File: src/rtl/xfp_pkg.sv
`timescale 1ns/1ps
package xfp_pkg;

    // What a request generator measures against its threshold.
    typedef enum logic {
        REQ_ON_FREE   = 1'b0,
        REQ_ON_FILLED = 1'b1
    } req_mode_e;

    // Channel slots inside the configuration word.
    localparam int CH_TX  = 0;
    localparam int CH_RX  = 1;
    localparam int N_CHAN = 2;

endpackage

File: src/rtl/xfp_fifo_core.sv
`timescale 1ns/1ps
module xfp_fifo_core #(
    parameter int DATA_W = 16,
    parameter int DEPTH  = 8,
    parameter int CNT_W  = 4
) (
    input  logic              clk,
    input  logic              rst_n,
    input  logic              flush,
    input  logic              push,
    input  logic [DATA_W-1:0] wdata,
    input  logic              pop,
    output logic [DATA_W-1:0] rdata,
    output logic [CNT_W-1:0]  count,
    output logic              overrun,
    output logic              underrun
);

    localparam int PTR_W = (DEPTH > 1) ? $clog2(DEPTH) : 1;

    typedef struct packed {
        logic [PTR_W-1:0] wptr;
        logic [PTR_W-1:0] rptr;
        logic [CNT_W-1:0] cnt;
        logic             ovr;
        logic             unr;
    } state_t;

    state_t state_d, state_q;

    logic [DATA_W-1:0] mem_q [DEPTH];

    logic full, empty, do_push, do_pop;

    function automatic logic [PTR_W-1:0] bump(input logic [PTR_W-1:0] p);
        if (p == PTR_W'(DEPTH - 1)) begin
            return '0;
        end
        return p + 1'b1;
    endfunction

    always_comb begin
        full    = (state_q.cnt == CNT_W'(DEPTH));
        empty   = (state_q.cnt == '0);
        do_pop  = pop && !empty && !flush;
        do_push = push && (!full || do_pop) && !flush;

        state_d = state_q;
        if (flush) begin
            state_d.wptr = '0;
            state_d.rptr = '0;
            state_d.cnt  = '0;
            state_d.ovr  = 1'b0;
            state_d.unr  = 1'b0;
        end else begin
            if (do_push) begin
                state_d.wptr = bump(state_q.wptr);
            end
            if (do_pop) begin
                state_d.rptr = bump(state_q.rptr);
            end
            case ({do_push, do_pop})
                2'b10:   state_d.cnt = state_q.cnt + 1'b1;
                2'b01:   state_d.cnt = state_q.cnt - 1'b1;
                default: state_d.cnt = state_q.cnt;
            endcase
            state_d.ovr = push && !do_push;
            state_d.unr = pop && empty;
        end
    end

    always_ff @(posedge clk or negedge rst_n) begin
        if (!rst_n) begin
            state_q <= '0;
        end else begin
            state_q <= state_d;
        end
    end

    always_ff @(posedge clk) begin
        if (do_push) begin
            mem_q[state_q.wptr] <= wdata;
        end
    end

    assign rdata    = empty ? '0 : mem_q[state_q.rptr];
    assign count    = state_q.cnt;
    assign overrun  = state_q.ovr;
    assign underrun = state_q.unr;

endmodule

File: src/rtl/xfp_req_gen.sv
`timescale 1ns/1ps
module xfp_req_gen
    import xfp_pkg::*;
#(
    parameter int        DEPTH = 8,
    parameter int        CNT_W = 4,
    parameter int        THR_W = 3,
    parameter req_mode_e MODE  = REQ_ON_FILLED
) (
    input  logic [CNT_W-1:0] count,
    input  logic [THR_W-1:0] thr,
    input  logic             enable,
    output logic             req
);

    localparam int LVL_W = CNT_W + 1;

    logic [LVL_W-1:0] level;

    generate
        if (MODE == REQ_ON_FREE) begin : g_free
            always_comb level = LVL_W'(DEPTH) - {1'b0, count};
        end else begin : g_filled
            always_comb level = {1'b0, count};
        end
    endgenerate

    // A code of n means n+1 entries, i.e. level strictly above the code.
    assign req = enable && (level > LVL_W'(thr));

endmodule

File: src/rtl/xfp_cfg_regs.sv
`timescale 1ns/1ps
module xfp_cfg_regs
    import xfp_pkg::*;
#(
    parameter int THR_W = 3,
    parameter int CFG_W = 2 * THR_W + 4
) (
    input  logic             clk,
    input  logic             rst_n,
    input  logic             we,
    input  logic [CFG_W-1:0] wdata,
    output logic [CFG_W-1:0] cfg
);

    localparam int SLOT_W = THR_W + 2;
    localparam logic [SLOT_W-1:0] SLOT_RST = {2'b00, {THR_W{1'b1}}};
    localparam logic [CFG_W-1:0]  CFG_RST  = {N_CHAN{SLOT_RST}};

    logic [CFG_W-1:0] cfg_d, cfg_q;

    always_comb begin
        cfg_d = cfg_q;
        // Flush bits clear themselves one edge after being set.
        for (int ch = 0; ch < N_CHAN; ch++) begin
            cfg_d[ch * SLOT_W + THR_W] = 1'b0;
        end
        if (we) begin
            cfg_d = wdata;
        end
    end

    always_ff @(posedge clk or negedge rst_n) begin
        if (!rst_n) begin
            cfg_q <= CFG_RST;
        end else begin
            cfg_q <= cfg_d;
        end
    end

    assign cfg = cfg_q;

endmodule

File: src/rtl/xfer_fifo_pair.sv
`timescale 1ns/1ps
module xfer_fifo_pair
    import xfp_pkg::*;
#(
    parameter int DATA_W = 16,
    parameter int DEPTH  = 8,
    localparam int THR_W = $clog2(DEPTH),
    localparam int CNT_W = $clog2(DEPTH + 1),
    localparam int CFG_W = 2 * THR_W + 4
) (
    input  logic              clk,
    input  logic              rst_n,
    input  logic              cfg_we,
    input  logic [CFG_W-1:0]  cfg_wdata,
    output logic [CFG_W-1:0]  cfg_rdata,
    input  logic              tx_push,
    input  logic [DATA_W-1:0] tx_wdata,
    input  logic              tx_pop,
    output logic [DATA_W-1:0] tx_rdata,
    output logic [CNT_W-1:0]  tx_count,
    output logic              tx_overrun,
    output logic              tx_underrun,
    output logic              tx_dma_req,
    input  logic              rx_push,
    input  logic [DATA_W-1:0] rx_wdata,
    input  logic              rx_pop,
    output logic [DATA_W-1:0] rx_rdata,
    output logic [CNT_W-1:0]  rx_count,
    output logic              rx_overrun,
    output logic              rx_underrun,
    output logic              rx_dma_req
);

    localparam int SLOT_W = THR_W + 2;

    logic [CFG_W-1:0] cfg_q;

    logic [N_CHAN-1:0] ch_push, ch_pop, ch_ovr, ch_unr, ch_req;
    logic [DATA_W-1:0] ch_wdata [N_CHAN];
    logic [DATA_W-1:0] ch_rdata [N_CHAN];
    logic [CNT_W-1:0]  ch_cnt   [N_CHAN];

    xfp_cfg_regs #(
        .THR_W (THR_W),
        .CFG_W (CFG_W)
    ) u_cfg (
        .clk   (clk),
        .rst_n (rst_n),
        .we    (cfg_we),
        .wdata (cfg_wdata),
        .cfg   (cfg_q)
    );

    assign ch_push = {rx_push, tx_push};
    assign ch_pop  = {rx_pop, tx_pop};
    assign ch_wdata[CH_TX] = tx_wdata;
    assign ch_wdata[CH_RX] = rx_wdata;

    generate
        for (genvar g = 0; g < N_CHAN; g++) begin : g_chan
            localparam int        BASE = g * SLOT_W;
            localparam req_mode_e MODE = (g == CH_TX) ? REQ_ON_FREE : REQ_ON_FILLED;

            xfp_fifo_core #(
                .DATA_W (DATA_W),
                .DEPTH  (DEPTH),
                .CNT_W  (CNT_W)
            ) u_fifo (
                .clk      (clk),
                .rst_n    (rst_n),
                .flush    (cfg_q[BASE + THR_W]),
                .push     (ch_push[g]),
                .wdata    (ch_wdata[g]),
                .pop      (ch_pop[g]),
                .rdata    (ch_rdata[g]),
                .count    (ch_cnt[g]),
                .overrun  (ch_ovr[g]),
                .underrun (ch_unr[g])
            );

            xfp_req_gen #(
                .DEPTH (DEPTH),
                .CNT_W (CNT_W),
                .THR_W (THR_W),
                .MODE  (MODE)
            ) u_req (
                .count  (ch_cnt[g]),
                .thr    (cfg_q[BASE +: THR_W]),
                .enable (cfg_q[BASE + THR_W + 1]),
                .req    (ch_req[g])
            );
        end
    endgenerate

    assign cfg_rdata   = cfg_q;
    assign tx_rdata    = ch_rdata[CH_TX];
    assign tx_count    = ch_cnt[CH_TX];
    assign tx_overrun  = ch_ovr[CH_TX];
    assign tx_underrun = ch_unr[CH_TX];
    assign tx_dma_req  = ch_req[CH_TX];
    assign rx_rdata    = ch_rdata[CH_RX];
    assign rx_count    = ch_cnt[CH_RX];
    assign rx_overrun  = ch_ovr[CH_RX];
    assign rx_underrun = ch_unr[CH_RX];
    assign rx_dma_req  = ch_req[CH_RX];

endmodule

File: config.mk
export PLATFORM = sky130hd
export DESIGN_NAME = xfer_fifo_pair
export DESIGN_NICKNAME = d
export VERILOG_FILES = /design/src/rtl/xfp_pkg.sv /design/src/rtl/xfp_fifo_core.sv /design/src/rtl/xfp_req_gen.sv /design/src/rtl/xfp_cfg_regs.sv /design/src/rtl/xfer_fifo_pair.sv
export SDC_FILE = /design/constraint.sdc
export NUM_CORES = 1
export LEC_CHECK = 0
export ABC_AREA = 1
export ABC_CLOCK_PERIOD_IN_PS = 4800
export BUFFER_PORTS_ARGS = -buffer_cell sky130_fd_sc_hd__buf_2
export CAP_MARGIN = 20
export CORE_MARGIN = 2
export CORE_UTILIZATION = 35
export CTS_CLUSTER_SIZE = 10
export DETAILED_ROUTE_END_ITERATION = 6
export MAX_ROUTING_LAYER = met4
export RECOVER_POWER = 100
export SYNTH_ARGS = -nofsm -noshare
export SYNTH_HDL_FRONTEND = slang
export SYNTH_SLANG_ARGS = --single-unit
File: constraint.sdc
create_clock -name clk -period 4.8 [get_ports clk]
set_input_delay 0.48 -clock clk [delete_from_list [all_inputs] [get_ports clk]]
set_output_delay 0.48 -clock clk [all_outputs]
set_load 0.03 [all_outputs]
==> results.ini, run 1 <==
[route]
wirelength_mm = 26.7
vias_per_cell = 4.87
drcViolationCount = 0
antenna_left = 0
drtIter0Drc = 679
wire_per_inst_um = 16.5
num_vias = 7884
first_pass_iters = 7

[min_path]
hold_path.class = in2reg

[power_and_ir_drop]
sw_frac_of_total_pct = 38.6
report.power.total_mw = 8.39
p_seq_share_pct = 38.7
ir_drop_uv = 430
pwr-share-comb_pct = 33.5
p_sw_mw = 3.24
clkPwrFrac_pct = 27.8
p_int_mw = 5.16
power.density_nw_per_um2 = 604
leakage_nw = 4.91

[grt]
grt_max_degree = 67
grt_pass1_vias = 7593
track_usage_pct = 15.2
grt.overflow.total = 0
grt_pass1_wl_mm = 41.5
grt_antenna_before_repair = 4

[yosys]
netlist-cell-type-count = 32
synth-edff-count = 256
synth-async-reset-ratio_pct = 11.7
yosysWarnings = 0
syn-instance-count = 1048
ys_seq_area_share_pct = 70.4
syn-num-nets = 1118
syn_avg_cell_area_um2 = 11.6
synth_top_flop_cell = edfxtp_1
syn-cell-area_um2 = 12100
ys_seq_elements = 290

[timing]
slew_viol_final = 35
finalHoldViolCount = 0
min_period_over_period_pct = 81.9
fin_tns_setup_ps = 0
finalCriticalPeriod_ps = 3930
rsz0062_at_grt = false
setup_viol = 0
slew_headroom_pct = -36.7
fmax_ghz = 0.254
skew_ps = 34.6
worst_pin_slew_ps = 2050
holdWs_ps = 159

[die]
coreArea_um2 = 34400
chipHeight_um = 190
die_w_um = 190
io_pins = 105
start_util_pct = 35.3
die-area_um2 = 36200
rows = 68

[worst_setup_path]
cpMostUsedCell = o21ai_0
critPathRequiredTime_ps = 4320
rrSetupSlack_ps = 1150
critical_path_class = reg2out
arrival_ps = 3450
startpoint_type = flop
setup.worst_path.end_class = output pin
max_stage_delay_ps = 980
cp_slowest_cell = clkbuf_2
path_cells = buf_4 > inv_1 > clkbuf_2 > o21ai_0 > o21ai_0 > o21ai_0 > nor2_1 > clkbuf_1
cp_max_fo = 66

[finish]
layout-drive-gt1-share_pct = 7.67
fin_nets = 1219
fill_cells = 3303
area_growth_pct = 14.4

[clock_network]
cts_root_buffer = clkbuf_16
cts_tree = built
post_cts_resized = 0
clock_sinks = 290
cts_max_level = 2
clk_path_buf_depth = 3
clkLatencyLatePin_ps = 510
postCtsHoldBufs = 0
clk_pin_slew_ps = 60
cts_setup_buffers = 0
cts_made_buffers = 36

[run]
maxCapViolCount = 1

[placed_design]
dp.final_hpwl_mm = 15.0
gp_congestion = 0.750
port_buffers = 104

[outcome]
violations = max-capacitance violations, max-slew violations
status = finished with violations

cells in the final DEF, fill, tap and decap left out, types with 7 or more instances in the layout:
master / n
nand2_1: 66
inv_1: 31
dfrtp_1: 25
clkbuf_1: 106
clkbuf_16: 37
nor2_1: 283
a21oi_1: 7
edfxtp_1: 256
ha_1: 19
o21ai_0: 219
buf_2: 20
nand3_1: 18
o21ai_1: 24
worst paths after layout:
check                                                        startpoint                                 endpoint  depth (start not counted)
worst max-delay path            g_chan[1].u_fifo.state_q[6]$_DFFE_PN0P_                              rx_rdata[7]                          8
worst min-delay path                                       cfg_wdata[8]                   u_cfg.cfg[8]$_DFF_PN0_                          3
worst max register to register    g_chan[0].u_fifo.count[0]$_DFFE_PN0P_    g_chan[0].u_fifo.count[3]$_DFFE_PN0P_                         15
worst min register to register                 u_cfg.cfg[7]$_DFFE_PN1P_                 u_cfg.cfg[7]$_DFFE_PN1P_                          2
max in group asynchronous                                         rst_n  g_chan[0].u_fifo.state_q[6]$_DFFE_PN0P_                          1
min in group asynchronous                                         rst_n  g_chan[1].u_fifo.state_q[7]$_DFFE_PN0P_                          1
through the flow:
step                std cells  area [um2]  worst slack [ps]  util (%)
global placement         1565       13100              2020      38.0
finish                   1620       13900               867      40.4
CTS                      1616       14100              1490      40.9
detailed placement       1566       13100              2030      38.1
floorplan                1048       12100              2400         -
global route             1620       13900               648      40.4
cells by family after synthesis:
kind of cell    count (synthesis)  synth area share (%)
simple gates                  374                  12.0
flops                         290                  70.4
compound gates                258                  10.9
buf+inv                       100                  3.99
fa+ha+maj                      21                  2.29
xor+xnor                        3                 0.216
mux                             2                 0.185
cell usage after synthesis (all sizes together), types with 6 or more instances:
cell type	number	area share, %
a21oi	10	0.51
buf	42	2.1
clkbuf	23	0.76
dfrtp	28	5.8
dfstp	6	1.3
edfxtp	256	63
ha	19	2.0
inv	35	1.1
nand2	66	2.1
nand3	18	0.74
nor2	285	9.0
o21ai	243	10
per-layer routing:
metal	routed length, um	GRT usage [%]	vias up
li1	-	-	3850
met3	1600	3.20	41
met4	496	3.91	0
met1	11800	19.3	3795
met5	0	-	-
met2	12800	24.8	198
power by group through the flow:
stage / clock [mW] / sequential [mW] / combinational (mW)
4_1_cts: 2.40 / 3.24 / 2.95
5_1_grt: 2.49 / 3.28 / 3.13
3_3_place_gp: 0 / 3.28 / 2.88
6_report: 2.34 / 3.25 / 2.81
3_5_place_dp: 0 / 3.29 / 2.94
2_1_floorplan: 0 / 3.20 / 2.17
final cells by class:
class / count / area (um2) / share of cell area [%]
flip-flops and latches: 290 / 8550 / 61.6
multi-input cells: 658 / 3090 / 22.2
clock buffers: 42 / 945 / 6.80
well taps: 455 / 569 / 4.10
repair buffers: 128 / 549 / 3.95
inverters: 35 / 131 / 0.946
clock inverters: 8 / 47.5 / 0.342
diodes: 4 / 10.0 / 0.0721
worst max-delay path, delay by kind of cell, from the launching register on:
kind	cells	cell delay [ps]
buffers and inverters	4	1760
DFF	1	380
AOI/OAI and AO/OA	3	440
and+or+nand+nor	1	250
flip-flops by register name, summed over array words and instances, names as in the netlist:
register / cells
g_chan.u_fifo.state_q: 12
g_chan.u_fifo.mem_q: 256
g_chan.u_fifo.overrun: 2
u_cfg.cfg: 10
g_chan.u_fifo.underrun: 2
g_chan.u_fifo.count: 8
Power figures use the tool's default switching activity.
==> run 2: changes to the inputs <==
Settings changed: ABC_CLOCK_PERIOD_IN_PS 4800 to 3900.
Clock period 4.8 ns to 3.9 ns, I/O delays scaled along.
==> results.ini, run 2 (same netlist as run 1, synthesis figures left out) <==
[outcome]
status = finished with violations
violations = max-capacitance violations, max-slew violations

[min_path]
hold_end = u_cfg.cfg[8]$_DFF_PN0_
hold_depth = 3  ; unchanged
hold_path.class = in2reg
hold_start = cfg_wdata[8]

[clock_network]
clock_sinks = 290  ; unchanged
postCtsHoldBufs = 0  ; unchanged
cts_root_buffer = clkbuf_16
clk_pin_slew_ps = 50  ; about the same
cts_setup_buffers = 0  ; unchanged
cts_made_buffers = 36  ; unchanged
cts_max_level = 2  ; unchanged
cts_tree = built
clk_path_buf_depth = 3  ; unchanged
clkLatencyLatePin_ps = 510  ; about the same
post_cts_resized = 0  ; unchanged

[placed_design]
gp_congestion = 0.759  ; +1.2%
dp.final_hpwl_mm = 15.3  ; +1.7%
post-place-ws_ps = 1370  ; -666 ps
port_buffers = 104  ; unchanged
placed_area_um2 = 13100  ; +0.11%
dp_cells = 1569  ; +0.19%

[finish]
fin_area_um2 = 13900  ; +0.15%
area_growth_pct = 14.6
final_common_cell = nor2_1
multi_input_area_um2 = 3100  ; +0.32%
fin_util_pct = 40.5  ; +0.062 points
final_cell_mix = nor2_1 (282), edfxtp_1 (256), o21ai_0 (218)
final_cells = 1618  ; -0.12%
fill_cells = 3292  ; -0.33%
largest_register_ffs = 256  ; unchanged
fin_nets = 1222  ; +0.25%
layout-drive-gt1-share_pct = 8.27  ; +0.60 points
seq_area_um2 = 8550  ; unchanged
top_register = g_chan.u_fifo.mem_q

[worst_setup_path]
r2r_start = g_chan[0].u_fifo.count[0]$_DFFE_PN0P_
startpoint_type = flop
ff2ff_path_depth = 15  ; unchanged
r2r-end = g_chan[0].u_fifo.count[3]$_DFFE_PN0P_
critical_path_class = reg2out
cp_max_fo = 20  ; -70%
critPathRequiredTime_ps = 3510  ; -810 ps
arrival_ps = 2910  ; -540 ps
setup.worst_path.end_class = output pin
rrSetupSlack_ps = 760  ; -390 ps

[power_and_ir_drop]
leakage_nw = 4.93  ; +0.48%
power.density_nw_per_um2 = 744  ; +23%
report.power.total_mw = 10.3  ; +23%
ir_drop_uv = 429  ; -0.22%

[timing]
setup_slack_ps = 596  ; -272 ps
slew_headroom_pct = -37.6  ; -0.91 points
fmax_ghz = 0.303
rsz0062_at_grt = false
finalHoldViolCount = 0  ; unchanged
setup_viol = 0  ; unchanged
skew_ps = 20.0  ; -14.6 ps
slew_viol_final = 35  ; unchanged
min_period_over_period_pct = 84.7
fin_tns_setup_ps = 0  ; unchanged
holdWs_ps = 72.0  ; -86.9 ps
worst_pin_slew_ps = 2060  ; +13.6 ps
finalCriticalPeriod_ps = 3300

[route]
vias_per_cell = 4.84  ; -0.51%
wirelength_mm = 26.7  ; -0.16%
drtIter0Drc = 504  ; -26%
num_vias = 7834  ; -0.63%
wire_per_inst_um = 16.5  ; about the same
first_pass_iters = 5  ; -2
drcViolationCount = 0  ; unchanged
antenna_left = 0  ; unchanged

[grt]
grt_pass1_wl_mm = 42.1  ; +1.4%
grt_antenna_before_repair = 2  ; -2
met3_usage_pct = 2.74  ; -0.46 points
grt_pass1_vias = 7764  ; +2.3%
track_usage_pct = 15.3  ; +0.14 points
grtUsageMet1_pct = 19.1  ; -0.17 points
busiest_layer = met2
grt.overflow.total = 0  ; unchanged
grt_use_met2_pct = 25.9  ; +1.0 points
grt_max_degree = 66  ; -1.5%

[die]
io_pins = 105  ; unchanged
start_util_pct = 35.3  ; unchanged
coreArea_um2 = 34400  ; unchanged
die-area_um2 = 36200  ; unchanged
chipHeight_um = 190  ; unchanged
die_w_um = 190  ; unchanged
rows = 68  ; unchanged

[run]
maxCapViolCount = 1  ; unchanged

run 2: worst max-delay path by stage:
| stage | end | slack, ps | startpoint |
|---|---|---|---|
| global placement | g_chan[1].u_fifo.count[3]$_DFFE_PN0P_ | 1450 | g_chan[1].u_fifo.count[1]$_DFFE_PN0P_ |
| finish | tx_rdata[11] | 600 | g_chan[0].u_fifo.count[0]$_DFFE_PN0P_ |
| global route | rx_rdata[15] | 360 | g_chan[1].u_fifo.state_q[7]$_DFFE_PN0P_ |
| CTS | tx_rdata[2] | 910 | g_chan[0].u_fifo.state_q[6]$_DFFE_PN0P_ |
| detailed placement | g_chan[0].u_fifo.count[3]$_DFFE_PN0P_ | 1370 | g_chan[0].u_fifo.count[0]$_DFFE_PN0P_ |
| floorplan | g_chan[0].u_fifo.mem_q[0][0]$_DFFE_PP_ | 1520 | g_chan[0].u_fifo.count[0]$_DFFE_PN0P_ |
run 2: final cells by class:
class,count,area share (%)
flip-flops and latches,290,61.5
well taps,455,4.09
diodes,2,0.0360
repair buffers,131,4.08
inverters,35,0.944
clock buffers,39,6.56
multi-input cells,658,22.3
clock inverters,8,0.558
run 2: layer usage:
layer  up-vias  routed length [um]
li1       3853                   -
met4         0                 534
met5         -                   0
met1      3764               11800
met2       176               13000
met3        41                1250
run 2: power by group:
group          internal [mW]  switching [mW]
clock                   1.72            1.17
sequential              3.74           0.201
combinational          0.914            2.61
total                   6.37            3.97
run 2: worst max-delay path: stages, from the launching register on:
cell and delay [ps]:
dfrtp_1 480, inv_1 120, ha_1 250, nand3_1 90
clkbuf_1 700, o21ai_0 270, nor2_1 170, clkbuf_1 330
